$ cat config.mk
export PLATFORM = sky130hd
export DESIGN_NAME = can_txreq_tracker
export DESIGN_NICKNAME = d
export VERILOG_FILES = /design/src/rtl/can_txreq_pkg.sv /design/src/rtl/can_txreq_window.sv /design/src/rtl/can_txreq_pick.sv /design/src/rtl/can_txreq_timer.sv /design/src/rtl/can_txreq_tracker.sv
export SDC_FILE = /design/constraint.sdc
export NUM_CORES = 1
export LEC_CHECK = 0
export BUFFER_PORTS_ARGS = -buffer_cell sky130_fd_sc_hd__buf_4
export CAP_MARGIN = 15
export CORE_UTILIZATION = 45
export CTS_CLUSTER_SIZE = 20
export DETAILED_ROUTE_END_ITERATION = 16
export GPL_TIMING_DRIVEN = 1
export PLACE_DENSITY = 0.84
export SLEW_MARGIN = 15
export SYNTH_ARGS = -nofsm -noshare
export SYNTH_HDL_FRONTEND = slang
export SYNTH_SLANG_ARGS = --single-unit
$ cat constraint.sdc
create_clock -name clk -period 1.45 [get_ports clk]
set_input_delay 0.2175 -clock clk [delete_from_list [all_inputs] [get_ports clk]]
set_output_delay 0.2175 -clock clk [all_outputs]
set_load 0.005 [all_outputs]
$ cat src/rtl/can_txreq_pkg.sv
package can_txreq_pkg;
  typedef enum logic [1:0] {
    ST_IDLE  = 2'd0,
    ST_OFFER = 2'd1,
    ST_FETCH = 2'd2,
    ST_BUSY  = 2'd3
  } txst_e;
endpackage

$ cat src/rtl/can_txreq_window.sv
module can_txreq_window #(
  parameter int NBUF = 8,
  localparam int IW = (NBUF > 1) ? $clog2(NBUF) : 1
) (
  input  logic [IW-1:0] start,
  input  logic [IW:0]   count,
  output logic [NBUF-1:0] win
);
  logic [IW+1:0] lo, hi;
  assign lo = {2'b00, start};
  assign hi = lo + {1'b0, count};

  for (genvar i = 0; i < NBUF; i++) begin : g_bit
    assign win[i] = ((IW+2)'(i) >= lo) && ((IW+2)'(i) < hi);
  end
endmodule

$ cat src/rtl/can_txreq_pick.sv
module can_txreq_pick #(
  parameter int NBUF = 8,
  localparam int IW = (NBUF > 1) ? $clog2(NBUF) : 1
) (
  input  logic [NBUF-1:0] vec,
  output logic            any,
  output logic [IW-1:0]   idx
);
  assign any = |vec;

  always_comb begin
    idx = '0;
    for (int i = NBUF - 1; i >= 0; i--) begin
      if (vec[i]) idx = IW'(i);
    end
  end
endmodule

$ cat src/rtl/can_txreq_timer.sv
module can_txreq_timer #(
  parameter int TMO = 16,
  localparam int CW = $clog2(TMO + 1)
) (
  input  logic clk,
  input  logic rst_n,
  input  logic clr,
  input  logic run,
  output logic expired
);
  logic [CW-1:0] cnt_q, cnt_n;
  logic          cnt_en;

  assign expired = run && (cnt_q == CW'(TMO - 1));
  assign cnt_en  = clr || run;

  always_comb begin
    cnt_n = cnt_q;
    if (clr)      cnt_n = '0;
    else if (run) cnt_n = cnt_q + 1'b1;
  end

  always_ff @(posedge clk or negedge rst_n) begin
    if (!rst_n)      cnt_q <= '0;
    else if (cnt_en) cnt_q <= cnt_n;
  end
endmodule

$ cat src/rtl/can_txreq_tracker.sv
module can_txreq_tracker
  import can_txreq_pkg::*;
#(
  parameter int NBUF      = 8,
  parameter int FETCH_TMO = 16,
  localparam int IW = (NBUF > 1) ? $clog2(NBUF) : 1
) (
  input  logic            clk,
  input  logic            rst_n,
  input  logic [IW-1:0]   cfg_start,
  input  logic [IW:0]     cfg_count,
  input  logic            add_we,
  input  logic [NBUF-1:0] add_mask,
  input  logic            cxl_we,
  input  logic [NBUF-1:0] cxl_mask,
  input  logic            rmode_clr,
  output logic            tx_valid,
  input  logic            tx_ready,
  output logic [IW-1:0]   tx_idx,
  input  logic            fetch_ok,
  input  logic            tx_done,
  input  logic            tx_abort,
  output logic [NBUF-1:0] pending,
  output logic [NBUF-1:0] occurred,
  output logic [NBUF-1:0] cxl_done,
  output logic            restricted,
  output logic            ack_en
);
  txst_e           st_q, st_n;
  logic [IW-1:0]   idx_q, idx_n;
  logic [NBUF-1:0] pend_q, pend_n, cxl_q, cxl_n, occ_q, occ_n, cdn_q, cdn_n;
  logic            rmode_q, rmode_n, ack_q;
  logic            st_en, bits_en, rmode_en;

  logic [NBUF-1:0] win, add_eff, cxl_wr, fly_oh, fin_now, done_oh, abt_oh, abt_cxl, elig;
  logic            elig_any, tmr_clr, tmr_run, tmr_exp, rmode_set;
  logic [IW-1:0]   elig_idx;

  can_txreq_window #(.NBUF(NBUF)) u_win (
    .start(cfg_start), .count(cfg_count), .win(win)
  );

  assign elig = pend_q & ~cxl_q;

  can_txreq_pick #(.NBUF(NBUF)) u_pick (
    .vec(elig), .any(elig_any), .idx(elig_idx)
  );

  assign tmr_clr = (st_q == ST_OFFER) && tx_ready;
  assign tmr_run = (st_q == ST_FETCH);

  can_txreq_timer #(.TMO(FETCH_TMO)) u_tmr (
    .clk(clk), .rst_n(rst_n), .clr(tmr_clr), .run(tmr_run), .expired(tmr_exp)
  );

  // request bookkeeping
  always_comb begin
    fly_oh = '0;
    if (st_q != ST_IDLE) fly_oh[idx_q] = 1'b1;
    add_eff = add_we ? (add_mask & win & ~pend_q) : '0;
    cxl_wr  = cxl_we ? (cxl_mask & win) : '0;
    fin_now = cxl_q & ~fly_oh;
    done_oh = ((st_q == ST_BUSY) && tx_done) ? fly_oh : '0;
    abt_oh  = ((st_q == ST_BUSY) && tx_abort && !tx_done) ? fly_oh : '0;
    abt_cxl = abt_oh & cxl_q;
    pend_n  = (pend_q | add_eff) & ~fin_now & ~done_oh & ~abt_cxl;
    cxl_n   = (cxl_q & ~fin_now & ~done_oh & ~abt_cxl) | cxl_wr;
    occ_n   = (occ_q & ~add_eff) | done_oh;
    cdn_n   = (cdn_q & ~add_eff) | fin_now | abt_cxl;
  end

  // transmit handler
  always_comb begin
    st_n      = st_q;
    idx_n     = idx_q;
    rmode_set = 1'b0;
    unique case (st_q)
      ST_IDLE: if (!rmode_q && elig_any) begin
        st_n  = ST_OFFER;
        idx_n = elig_idx;
      end
      ST_OFFER: if (tx_ready) st_n = ST_FETCH;
      ST_FETCH: begin
        if (fetch_ok) st_n = ST_BUSY;
        else if (tmr_exp) begin
          st_n      = ST_IDLE;
          rmode_set = 1'b1;
        end
      end
      ST_BUSY: if (tx_done || tx_abort) st_n = ST_IDLE;
      default: st_n = ST_IDLE;
    endcase
    rmode_n = rmode_set || (rmode_q && !rmode_clr);
  end

  assign st_en    = (st_n != st_q) || (idx_n != idx_q);
  assign bits_en  = add_we || cxl_we || (|cxl_q) || (st_q == ST_BUSY);
  assign rmode_en = rmode_set || rmode_clr;

  always_ff @(posedge clk or negedge rst_n) begin
    if (!rst_n) begin
      st_q  <= ST_IDLE;
      idx_q <= '0;
    end else if (st_en) begin
      st_q  <= st_n;
      idx_q <= idx_n;
    end
  end

  always_ff @(posedge clk or negedge rst_n) begin
    if (!rst_n) begin
      pend_q <= '0;
      cxl_q  <= '0;
      occ_q  <= '0;
      cdn_q  <= '0;
    end else if (bits_en) begin
      pend_q <= pend_n;
      cxl_q  <= cxl_n;
      occ_q  <= occ_n;
      cdn_q  <= cdn_n;
    end
  end

  always_ff @(posedge clk or negedge rst_n) begin
    if (!rst_n)        rmode_q <= 1'b0;
    else if (rmode_en) rmode_q <= rmode_n;
  end

  always_ff @(posedge clk or negedge rst_n) begin
    if (!rst_n) ack_q <= 1'b0;
    else        ack_q <= 1'b1;
  end

  assign tx_valid   = (st_q == ST_OFFER);
  assign tx_idx     = idx_q;
  assign pending    = pend_q;
  assign occurred   = occ_q;
  assign cxl_done   = cdn_q;
  assign restricted = rmode_q;
  assign ack_en     = ack_q;
endmodule

# Yosys cells after proc, flatten, opt, wreduce, memory -nomap -nowiden
# Index checks and enable logic that the tools add are counted.
# Widths: inputs -> output; s select.
# word_totals
output_inout_bits,30
reg_bits,44
# op_classes
mux,28
eq_ne,6
add_sub_neg,2
n_lt_le_gt_ge,18
n_bitwise,26
n_reduce_logical,33
# op_table
op,n
$and 8x8->8,14
$not 8->8,7
$mux 8,5
$or 8x8->8,5
$mux 3,10
$lt 3x5->1 const A,4
$logic_and 1x1->1,16
$reduce_or 8->1,2
$ge 3x3->1 const A,4
$lt 1x5->1 const A,2
$lt 2x5->1 const A,2
$mux 2,5
$mux 5,2
$logic_or 1x1->1,8
$pmux 2 s4,1
$ge 1x3->1 const A,2
$ge 2x3->1 const A,2
$add 3x4->5,1
$add 5x1->5 const B,1
$eq 5x4->1 const B,1
$eq 2x2->1 const B,2
$lt 3x4->1 const B,1
$mux 1,4
$reduce_bool 2->1,2
8 further kinds,10

# Logic depth before layout (Yosys ltp)
# Gate-level depths: netlist of the first run.
# logic_depth
word_depth,14
depth_mapped,7
mapped_depth_nobuf,7

# Modules after synthesis
# A second synthesis of the first run with hierarchy kept.
# unflattened
hier_cells,242
hier_area_um2,2501.1
# by_module_without_submodules
module,cells_each,seq_area_each_um2,instances,area_per_inst_um2
can_txreq_tracker,175,975.9,1,1911.8
can_txreq_timer,24,125.1,1,285.3
can_txreq_window,30,0.0,1,222.7
can_txreq_pick,13,0.0,1,81.3

# Worst setup path before layout of the first run
# Ideal clock, no wire load.
# synth_timing
kind,in2reg
start,input cfg_start[0]
end,"register occ_q[2], in the netlist occurred[2]"
t_arrival_ns,1.851
stages,7
required_time_ns,1.316
n_path_buf,0
setup_slack_ns,-0.534
path_cell_list,ha_1 > fa_1 > and4bb_1 > a21oi_4 > a21oi_1 > o41ai_1 > o21ai_1
# synth_via
elab_chain_len,9
word_cells_on_any_way,10
cone_classes,add/sub: 1; order compare: 2; mux: 1; bitwise: 5; reduce/logical: 1
# synth_lines
item,line,source
"start, declared",can_txreq_tracker.sv:10,"input logic [IW-1:0] cfg_start,"
$add 3x4->5,can_txreq_window.sv:11,"assign hi = lo + {1'b0, count};"
$lt 2x5->1,can_txreq_window.sv:14,assign win[i] = ((IW+2)'(i) >= lo) && ((IW+2)'(i) < hi);
$logic_and 1x1->1 *,can_txreq_window.sv:14,
$and 8x8->8 * (2 in series),can_txreq_tracker.sv:60,add_eff = add_we ? (add_mask & win & ~pend_q) : '0;
$mux 8 *,can_txreq_tracker.sv:60,
$not 8->8 *,can_txreq_tracker.sv:68,occ_n = (occ_q & ~add_eff) | done_oh;
$and 8x8->8 *,can_txreq_tracker.sv:68,
$or 8x8->8 *,can_txreq_tracker.sv:68,
"end signal, assigned",can_txreq_tracker.sv:119,occ_q <= occ_n;
"end, declared",can_txreq_tracker.sv:31,"logic [NBUF-1:0] pend_q, pend_n, cxl_q, cxl_n, occ_q, occ_n, cdn_q, cdn_n;"
# Mark *: on every way between the ends. The rest lies on a longest branch, timed or not.
# A chain may end at the register's enable or synchronous reset.

# Final worst setup path of the first run
# layout_timing
start,input cfg_count[0]
end,"register pend_q[4], in the netlist pending[4]"
# layout_via
elab_chain_len,10
# layout_lines
item,line,source
"start, declared",can_txreq_tracker.sv:11,"input logic [IW:0] cfg_count,"
$add 3x4->5,can_txreq_window.sv:11,
$lt 3x5->1,can_txreq_window.sv:14,
$logic_and 1x1->1,can_txreq_window.sv:14,
$and 8x8->8 (2 in series),can_txreq_tracker.sv:60,
$mux 8,can_txreq_tracker.sv:60,
$or 8x8->8,can_txreq_tracker.sv:66,pend_n = (pend_q | add_eff) & ~fin_now & ~done_oh & ~abt_cxl;
$and 8x8->8 (3 in series),can_txreq_tracker.sv:66,
"end signal, assigned",can_txreq_tracker.sv:117,pend_q <= pend_n;
"end, declared",can_txreq_tracker.sv:31,
# No other way between the ends.

==> results of run 1 <==
## flip-flops by register name, indices dropped and copies added, names as in the netlist
name,count
cxl_done,8
cxl_q,8
occurred,8
pending,8
u_tmr.cnt_q,5
tx_idx,3
st_q,2
ack_en,1
restricted,1
## cells in the final DEF (no fill, tap or decap), drive strengths merged, types with 3 or more instances in the layout
cell | Yosys | layout
a21o | 8 | 8
a21oi | 15 | 15
a221oi | 5 | 5
a22o | 3 | 3
and3 | 6 | 6
buf | 1 | 117
clkbuf | 2 | 5
dfrtp | 44 | 44
ha | 5 | 5
inv | 14 | 14
nand2 | 29 | 29
nand2b | 7 | 7
nand3 | 8 | 8
nand4 | 5 | 5
nor2 | 17 | 17
nor2b | 11 | 11
nor3 | 5 | 5
nor4 | 3 | 3
o21ai | 21 | 21
o221a | 3 | 3
o22ai | 6 | 6
o31ai | 3 | 3
o41ai | 3 | 3
## final timing paths
path	from	to	slack [ns]	cells after the start
min in group asynchronous	rst_n	u_tmr.cnt_q[4]	0.45	2
min	rmode_clr	restricted	0.08	2
max in group asynchronous	rst_n	st_q[0]	0.60	2
max reg2reg	st_q[0]	cxl_q[1]	-0.01	4
min reg2reg	occurred[0]	occurred[0]	0.49	1
max	cfg_count[0]	pending[4]	-0.23	8
## final cells by class
class	instances	area, um^2
multi-input cells	192	1445
fillers	337	1393
flip-flops and latches	44	1104
repair buffers	118	914.6
well taps	70	87.58
clock buffers	5	68.82
inverters	14	52.55
clock inverters	3	42.54
## power breakdown
group	total [mW]	leakage [nW]	internal, mW	switching, mW
registers	2.05	0.549	1.68	0.366
logic	3.33	1.13	1.79	1.54
clock network	0.949	0.0541	0.510	0.439
## kinds of logic after synthesis
family,count (synthesis),share of synthesized area
XOR/XNOR,2,0.007327
buffers and inverters,17,0.02721
AO/OA/AOI/OAI,82,0.2428
multiplexers,1,0.004709
adder cells (fa/ha/maj),6,0.03454
AND/OR/NAND/NOR,100,0.2214
flip-flops,44,0.4605
other,1,0.001568
## synthesized netlist by cell type, types with 5 or more instances
master    count  area (um^2)
dfrtp_1      44         1101
nor2_1       17        63.81
nand2_1      29        108.9
a21o_1        8        60.06
nor2b_1      11        68.82
nand3_1       8        40.04
nand2b_1      7        43.79
a21oi_1      13        65.06
o21ai_1       9        45.04
and3_1        6        37.54
o21ai_0      12        60.06
o22ai_1       6        37.54
ha_1          5        62.56
nand4_1       5        31.28
inv_1        14        52.55
## through the flow
step / cells / setup slack, ns
2_1_floorplan: 253 / -0.3387
3_3_place_gp: 426 / -0.5285
3_5_place_dp: 426 / -0.5901
4_1_cts: 438 / -0.2167
5_1_grt: 446 / -0.2729
6_report: 446 / -0.2335
## worst register-to-register path: cells and delay by family (launching register included)
| family | cells | cell delay [ns] |
|---|---|---|
| AO/OA/AOI/OAI | 3 | 0.68 |
| flip-flops | 1 | 0.45 |
| AND/OR/NAND/NOR | 1 | 0.22 |
## repair_timing
action | CTS | global route
endpoints found under the setup margin | 32 | 35
buffers inserted | 3 | 8
hold buffers | 1 | 0
endpoints found under the hold margin | 44 | 0
resized for setup | 24 | 18
pin swaps | 12 | 15
## per-layer routing
layer,GRT usage,part of all wire,vias to the layer above
met2,0.4625,0.49,133
met1,0.3632,0.41,1256
met5,0,0,-
li1,-,-,1180
met4,0.09853,0.030,0
met3,0.05221,0.071,30
==> summary.md, run 1 <==
| Metric | Value |
|---|---|
| Endpoints failing setup | 28 |
| Drt wl/cell | 17.01 um |
| Final wirelength | 7587 um |
| Diode count | 0 |
| Share of cells above drive strength 1 | 0.4468 |
| I/O pin total | 62 |
| Yosys cell types | 54 |
| Pin count of the biggest net entering global routing | 45 |
| Later-pin clock latency in the skew report | 0.30 ns |
| Failing checks | setup timing |
| Fmax | 594.0 MHz |
| Global Route Usage Sum | 0.2777 |
| Worst EP required | 1.66 ns |
| Pre-antenna DRT Iters | 5 |
| Hold Path Class | input pin to flip-flop |
| Crit path DAT | 1.90 ns |
| Primary FF master, synth | dfrtp_1 |
| Leak | 1.732 nW |
| Area after DPL | 3297 um^2 |
| Worst-Margin Slew | 0.5608 ns |
| Slew margin rel. | 0.6261 |
| Via count | 2,599 |
| Number of global-route vias before repair | 2,433 |
| Setup ws final | -0.2335 ns |
| H-tree depth | 2 |
| Final count of pins violating max slew | 0 |
| Port bufs | 61 |
| Syn nets | 291 |
| MaxCap Viol Count | 0 |
| Fin Setup TNS | -3.275 ns |
| CTS tree | built |
| Sequential share of the synthesized area | 0.4605 |
| Clock sinks | 44 |
| Initial antenna violation count | 0 |
| Final core utilization | 0.7273 |
| DIE WIDTH | 74.90 um |
| Buf+Inv Stages, Crit Path | 1 |
| Warnings, synthesis | 0 |
| Post-DRT Antenna Nets | 0 |
| Post-synth EDFFs | 0 |
| IR drop worst, VDD | 1.098 mV |
| Die Height | 74.90 um |
| Mapped Cells | 253 |
| RSZ-0062 raised after global routing | yes |
| Die outline area | 5609 um^2 |
| Synth Register Bits | 44 |
| Initial Utilization | 0.4682 |
| CTS clk-pin slew, worst paths | 0.09 ns |
| Delay-heaviest family, CP | compound AO/OA/AOI/OAI gates |
| Max Root-Sink Buffers | 2 |
| Iter 0 DRT Violations | 329 |
| Vias per inst | 5.827 |
| Number of remaining DRC errors | 0 |
| Critical path's slowest cell | fa_2 |
| Nets | 413 |
| Outcome | complete, but fails checks |
| Max incr delay on CP | 0.36 ns |
| Cts bufs inserted | 5 |
| Layout Skew | 0.005976 ns |
| Final Hold Vio Count | 0 |
| Design Area, Final | 3715 um^2 |
| Total core area | 5107 um^2 |
| WS Path Type | input pin to flip-flop |
| Mean area per synthesized cell | 9.451 um^2 |
| Final Cycle Share | 1.161 |
| First-pass GRT wire length | 11,470 um |
| Power Dens Cells | 1704 nW/um^2 |
| Detailed placement HPWL | 5130 um |
| Asr flop ratio synth | 1.000 |
| Tot Pwr | 6.328 mW |
| # rows | 26 |
| Nature of the critical path startpoint | input pin |
| GRT overflow | 0 |
| P&R area growth vs syn | 55.36% |
| Clock root buffer master | clkbuf_8 |
| Peak fanout along the critical path | 7 |
| Worst Setup End Kind | flip-flop |
| Cell Area, Synth | 2391 um^2 |
| Cell Chain, Critical Path | buf_6 -> ha_4 -> fa_2 -> and4bb_1 -> a21oi_4 -> and3_4 -> o31ai_4 -> a221oi_2 |
| Minimum clock period | 1.684 ns |
| Placer Congestion | 0.8543 |
| Worst hold slack | 0.08403 ns |
Note: power is estimated with default switching activity, not from simulation.
==> run 2, diff against run 1 <==
==> constraint.sdc (replaced) <==
create_clock -name clk -period 1.4 [get_ports clk]
set_input_delay 0.21 -clock clk [delete_from_list [all_inputs] [get_ports clk]]
set_output_delay 0.21 -clock clk [all_outputs]
set_load 0.005 [all_outputs]
==> run 2 against run 1 <==
The flow still finishes with violations (setup timing). Sequential share of layout area fell by 1.1 points. Sequential power rose by 3%. Clock-buffer cell count did not move. Utilization rose by 2.8 points. Via count rose by 5.6%. First-iteration DRC count fell by 21%. Worst setup slack got worse by 0.12 ns. Design area rose by 3.8%. Die area did not move. Total power rose by 11%. Largest power group unchanged.
==> summary.md, run 2 (synthesis results as in run 1) <==
| Metric | Value |
|---|---|
| Outcome | complete, but fails checks |
| Failing checks | setup timing |
| P&R area growth vs syn | 61.28% |
| Pre-antenna DRT Iters | 5 |
| Iter 0 DRT Violations | 259 |
| Cell Chain, Critical Path | buf_6 -> ha_4 -> fa_2 -> and4bb_1 -> a21oi_4 -> and3_4 -> o31ai_4 -> a221oi_2 |
| Cts bufs inserted | 5 |
| RSZ-0062 raised after global routing | yes |
| Initial Utilization | 0.4682 |
| Routing usage on met3 | 0.05087 |
| IR drop worst, VDD | 0.8473 mV |
| Worst Setup End Kind | flip-flop |
| Most common cell after layout, fill and taps aside | buf_4 |
| Final Hold Vio Count | 0 |
| Final core utilization | 0.7550 |
| Critical path's slowest cell | fa_2 |
| Max incr delay on CP | 0.38 ns |
| Worst EP required | 1.62 ns |
| Minimum clock period | 1.758 ns |
| DIE WIDTH | 74.90 um |
| # rows | 26 |
| Share of cells above drive strength 1 | 0.4675 |
| Peak fanout along the critical path | 6 |
| WP depth | 8 |
| WS Path Type | input pin to flip-flop |
| Die Height | 74.90 um |
| Origin of the critical flop-to-flop path | cxl_q[1] |
| Diode count | 0 |
| Max Root-Sink Buffers | 2 |
| Via count | 2,744 |
| R2R Setup Slk | -0.13 ns |
| Number of remaining DRC errors | 0 |
| Buf+Inv Stages, Crit Path | 1 |
| Reg2reg path depth | 5 |
| GR Util met2 | 0.4454 |
| MaxCap Viol Count | 0 |
| Port bufs | 61 |
| Initial antenna violation count | 0 |
| RR Endpoint | cxl_q[0] |
| Drt wl/cell | 18.85 um |
| Register area | 1104 um^2 |
| Setup ws final | -0.3578 ns |
| Global Route Usage Sum | 0.2811 |
| H-tree depth | 2 |
| Most frequent cells in the layout | buf_4 (121), dfrtp_1 (42), nand2_1 (27) |
| Top Usage Layer GRT | met2 |
| Post-DRT Antenna Nets | 0 |
| Final Cycle Share | 1.256 |
| Number of global-route vias before repair | 2,448 |
| GRT overflow | 0 |
| Setup crit end | pending[4] |
| Later-pin clock latency in the skew report | 0.31 ns |
| Pin count of the biggest net entering global routing | 45 |
| CTS tree | built |
| Die outline area | 5609 um^2 |
| Power Dens Cells | 1827 nW/um^2 |
| Worst-Margin Slew | 0.5555 ns |
| Critical Path Source | cfg_count[0] |
| Fmax | 568.9 MHz |
| Area of the multi-input gates | 1498 um^2 |
| Placer Congestion | 0.8464 |
| Vias per inst | 6.031 |
| I/O pin total | 62 |
| Total core area | 5107 um^2 |
| Clock sinks | 44 |
| Clock root buffer master | clkbuf_8 |
| # fillers | 315 |
| Hold Path Class | input pin to flip-flop |
| Slew margin rel. | 0.6297 |
| CTS clk-pin slew, worst paths | 0.08 ns |
| Setup WS pre-CTS | -0.6425 ns |
| First-pass GRT wire length | 11,670 um |
| Met1 Track Usage GR | 0.3740 |
| Layout Skew | 0.003180 ns |
| Nets | 423 |
| Nature of the critical path startpoint | input pin |
| Worst hold slack | 0.08294 ns |
| Endpoints failing setup | 33 |
| Detailed placement HPWL | 5243 um |
| Final count of pins violating max slew | 0 |
| Delay-heaviest family, CP | compound AO/OA/AOI/OAI gates |
| Crit path DAT | 1.98 ns |
| Final wirelength | 8576 um |
| Leak | 1.817 nW |
## run 2: per-stage QoR
| stage | total power [mW] | instances | setup TNS (ns) | area, um^2 |
|---|---|---|---|---|
| 6_report | 7.046 | 455 | -7.633 | 3856 |
| 3_3_place_gp | 5.093 | 432 | -14.41 | 3342 |
| 5_1_grt | 7.391 | 455 | -8.691 | 3856 |
| 4_1_cts | 6.481 | 445 | -4.175 | 3632 |
| 2_1_floorplan | 3.490 | 253 | -7.014 | 2436 |
| 3_5_place_dp | 5.195 | 432 | -16.26 | 3342 |
## run 2: where the power goes
group / leakage, nW / internal [mW] / switching (mW)
sequential: 0.549 / 1.74 / 0.373
combinational: 1.20 / 2.04 / 1.74
clock: 0.0642 / 0.702 / 0.446
total: 1.82 / 4.49 / 2.56
## run 2: worst reg2reg max path, delay by kind of cell, from the launching register on
kind / cells / cell delay, ns
buffers and inverters: 1 / 0.17
AOI/OAI and AO/OA: 2 / 0.29
and+or+nand+nor: 2 / 0.59
DFF: 1 / 0.42
## run 2: cell type report
cell class | instances | area share
Multi-Input combinational cell | 192 | 0.3884
Clock inverter | 2 | 0.01557
Tap cell | 70 | 0.02271
Timing Repair Buffer | 128 | 0.2557
Inverter | 14 | 0.01363
Sequential cell | 44 | 0.2862
Clock buffer | 5 | 0.01785
## run 2: per-layer routing
metal	vias up	part of all wire	wire length, um
met2	174	0.48	4149
met4	0	0.046	393
met3	43	0.078	671
li1	1197	-	-
met1	1330	0.39	3361
met5	-	0	0
## run 2: worst min path at each step
stage	start	slack, ns	depth (start not counted)	end
final	rmode_clr	0.08	2	restricted
after global routing	rmode_clr	0.08	2	restricted
after CTS	rmode_clr	0.08	2	restricted
after detailed placement	rst_n	0.23	1	u_tmr.cnt_q[3]
after global placement	rst_n	0.24	1	u_tmr.cnt_q[3]
after floorplan	rst_n	-0.09	0	ack_en
## run 2: repair_timing
action                                  in CTS  in global routing
resized for setup                           22                 29
endpoints found under the setup margin      33                 36
pin swaps                                   17                 18
setup buffers                                5                 10
hold buffers                                 1                  0
hold endpoints to repair                    44                  0
==> run 3, diff against run 2 <==
--- a/config.mk
+++ b/config.mk
@@ -11,7 +11,7 @@
 export CTS_CLUSTER_SIZE = 20
 export DETAILED_ROUTE_END_ITERATION = 16
 export GPL_TIMING_DRIVEN = 1
-export PLACE_DENSITY = 0.84
+export PLACE_DENSITY = 0.82
 export SLEW_MARGIN = 15
 export SYNTH_ARGS = -nofsm -noshare
 export SYNTH_HDL_FRONTEND = slang
==> constraint.sdc (replaced) <==
create_clock -name clk -period 1.64 [get_ports clk]
set_input_delay 0.246 -clock clk [delete_from_list [all_inputs] [get_ports clk]]
set_output_delay 0.246 -clock clk [all_outputs]
set_load 0.005 [all_outputs]
==> run 3 against run 2 <==
The run still ends with setup timing left. Clock skew increased by 0.0071 ns. Final cell count shrank 9.2%. Sequential cell count unchanged. Clock power shrank 15%. Utilization shrank 9.8 points. Design area shrank 13%. Non-clock buffer count fell by 42. Register-to-register slack improved by 0.25 ns. Critical path type unchanged. Largest power group unchanged.
==> summary.md, run 3 (synthesis results as in run 1) <==
| Metric | Value |
|---|---|
| Outcome | complete, but fails checks |
| Failing checks | setup timing |
| Most frequent cells in the layout | buf_4 (83), dfrtp_1 (44), nand2_1 (29) |
| Critical Path Source | cfg_start[0] |
| First-pass GRT wire length | 10,220 um |
| Hold Path Class | input pin to flip-flop |
| Final cell count without fillers | 413 |
| Nature of the critical path startpoint | input pin |
| Post-DRT Antenna Nets | 0 |
| Setup ws final | -0.02494 ns |
| Area after DPL | 3094 um^2 |
| CTS tree | built |
| P&R area growth vs syn | 40.40% |
| Detailed placement HPWL | 4955 um |
| Final count of pins violating max slew | 0 |
| Crit path DAT | 1.87 ns |
| Cell Chain, Critical Path | buf_8 -> ha_4 -> fa_2 -> and4bb_1 -> a21oi_4 -> and3_4 -> o31ai_4 -> a221oi_2 |
| # rows | 26 |
| Cts bufs inserted | 5 |
| Max Root-Sink Buffers | 2 |
| Initial Utilization | 0.4682 |
| GRT overflow | 0 |
| Placer Congestion | 0.8266 |
| Worst-Margin Slew | 0.5608 ns |
| Port bufs | 61 |
| Iter 0 DRT Violations | 193 |
| Pre-antenna DRT Iters | 5 |
| Endpoints failing setup | 6 |
| RR Endpoint | tx_idx[0] |
| Vias per inst | 5.729 |
| Clock root buffer master | clkbuf_8 |
| I/O pin total | 62 |
| Final wirelength | 6653 um |
| Drt wl/cell | 16.11 um |
| Global Route Usage Sum | 0.2466 |
| RSZ-0062 raised after global routing | yes |
| DIE WIDTH | 74.90 um |
| Tot Pwr | 5.120 mW |
| Diode count | 0 |
| CTS clk-pin slew, worst paths | 0.09 ns |
| Delay-heaviest family, CP | compound AO/OA/AOI/OAI gates |
| Metal2 WL | 3144 um |
| Slew margin rel. | 0.6262 |
| Minimum clock period | 1.665 ns |
| Number of global-route vias before repair | 2,170 |
| # fillers | 396 |
| Met3 wire length | 460 um |
| Critical path's slowest cell | fa_2 |
| Design Area, Final | 3357 um^2 |
| Placed cells | 399 |
| Register area | 1101 um^2 |
| Final Cycle Share | 1.015 |
| IR drop worst, VDD | 0.8768 mV |
| Setup crit end | pending[4] |
| Leak | 1.571 nW |
| MaxCap Viol Count | 0 |
| Final Hold Vio Count | 0 |
| Die outline area | 5609 um^2 |
| M1 WL | 2888 um |
| Final core utilization | 0.6573 |
| Nets | 381 |
| Die Height | 74.90 um |
| Max incr delay on CP | 0.35 ns |
| Power Dens Cells | 1525 nW/um^2 |
| Share of cells above drive strength 1 | 0.3324 |
| Later-pin clock latency in the skew report | 0.31 ns |
| R2R Setup Slk | 0.12 ns |
| WS Path Type | input pin to flip-flop |
| Reg2reg path depth | 5 |
| Buf+Inv Stages, Crit Path | 1 |
| Area of the multi-input gates | 1328 um^2 |
| Top Metal Used | met4 |
| Via count | 2,366 |
| Total core area | 5107 um^2 |
| Layout Skew | 0.01028 ns |
| Most common cell after layout, fill and taps aside | buf_4 |
| Worst Setup End Kind | flip-flop |
| Peak fanout along the critical path | 7 |
| Initial antenna violation count | 0 |
| H-tree depth | 2 |
| Fmax | 600.6 MHz |
| WP depth | 8 |
| Setup WS pre-CTS | -0.4114 ns |
| Fin Setup TNS | -0.07325 ns |
| Worst EP required | 1.85 ns |
| Worst hold slack | 0.1116 ns |
| Pin count of the biggest net entering global routing | 45 |
| Origin of the critical flop-to-flop path | pending[6] |
| Clock sinks | 44 |
| Number of remaining DRC errors | 0 |
## run 3: cell types whose count changed in the layout (fill, tap and decap cells not counted), moves of 3 or more
cell / change
nor2b_4: -4
a21oi_1: +3
nor2b_1: +4
buf_6: -5
buf_4: -38
and3_4: -3
a21oi_2: -3
and3_1: +3
## run 3: layout make-up
cell class / instances / share of cell area
clock inverter: 2 / 0.01789
tap: 70 / 0.02609
sequential: 44 / 0.3280
inverter: 14 / 0.01565
clock buffer: 5 / 0.02050
multi-input combinational: 192 / 0.3955
timing repair buffer: 86 / 0.1964
## run 3: power breakdown
part / switching, mW / internal (mW)
registers: 0.388 / 1.48
logic: 1.08 / 1.19
clock network: 0.382 / 0.600
## run 3: how the worst min path moves through the flow
stage | depth (start not counted) | endpoint | start | slack [ns]
after floorplan | 0 | ack_en | rst_n | -0.05
after global placement | 1 | restricted | rst_n | 0.27
after detailed placement | 1 | u_tmr.cnt_q[4] | rst_n | 0.28
after CTS | 2 | restricted | rmode_clr | 0.11
after global routing | 2 | restricted | rmode_clr | 0.11
final | 2 | restricted | rmode_clr | 0.11
## run 3: what timing repair did
item | in CTS | in global routing
cloned | 0 | 0
setup buffers | 3 | 3
hold buffers | 1 | 0
resized for setup | 8 | 7
pin swaps | 8 | 5
endpoints found under the setup margin | 20 | 21
hold endpoints to repair | 44 | 0
## run 3: metal layers
layer / track usage / vias up
li1: - / 1116
met1: 0.3388 / 1116
met2: 0.3884 / 116
met3: 0.04150 / 18
met4: 0.1027 / 0
met5: 0 / -
## run 3: worst register-to-register path, stage by stage, from the launching register on
cell	delay, ns
dfrtp_1	0.43
nor2b_1	0.17
a21oi_1	0.18
nand2_1	0.10
o21ai_1	0.19
mux2_1	0.35
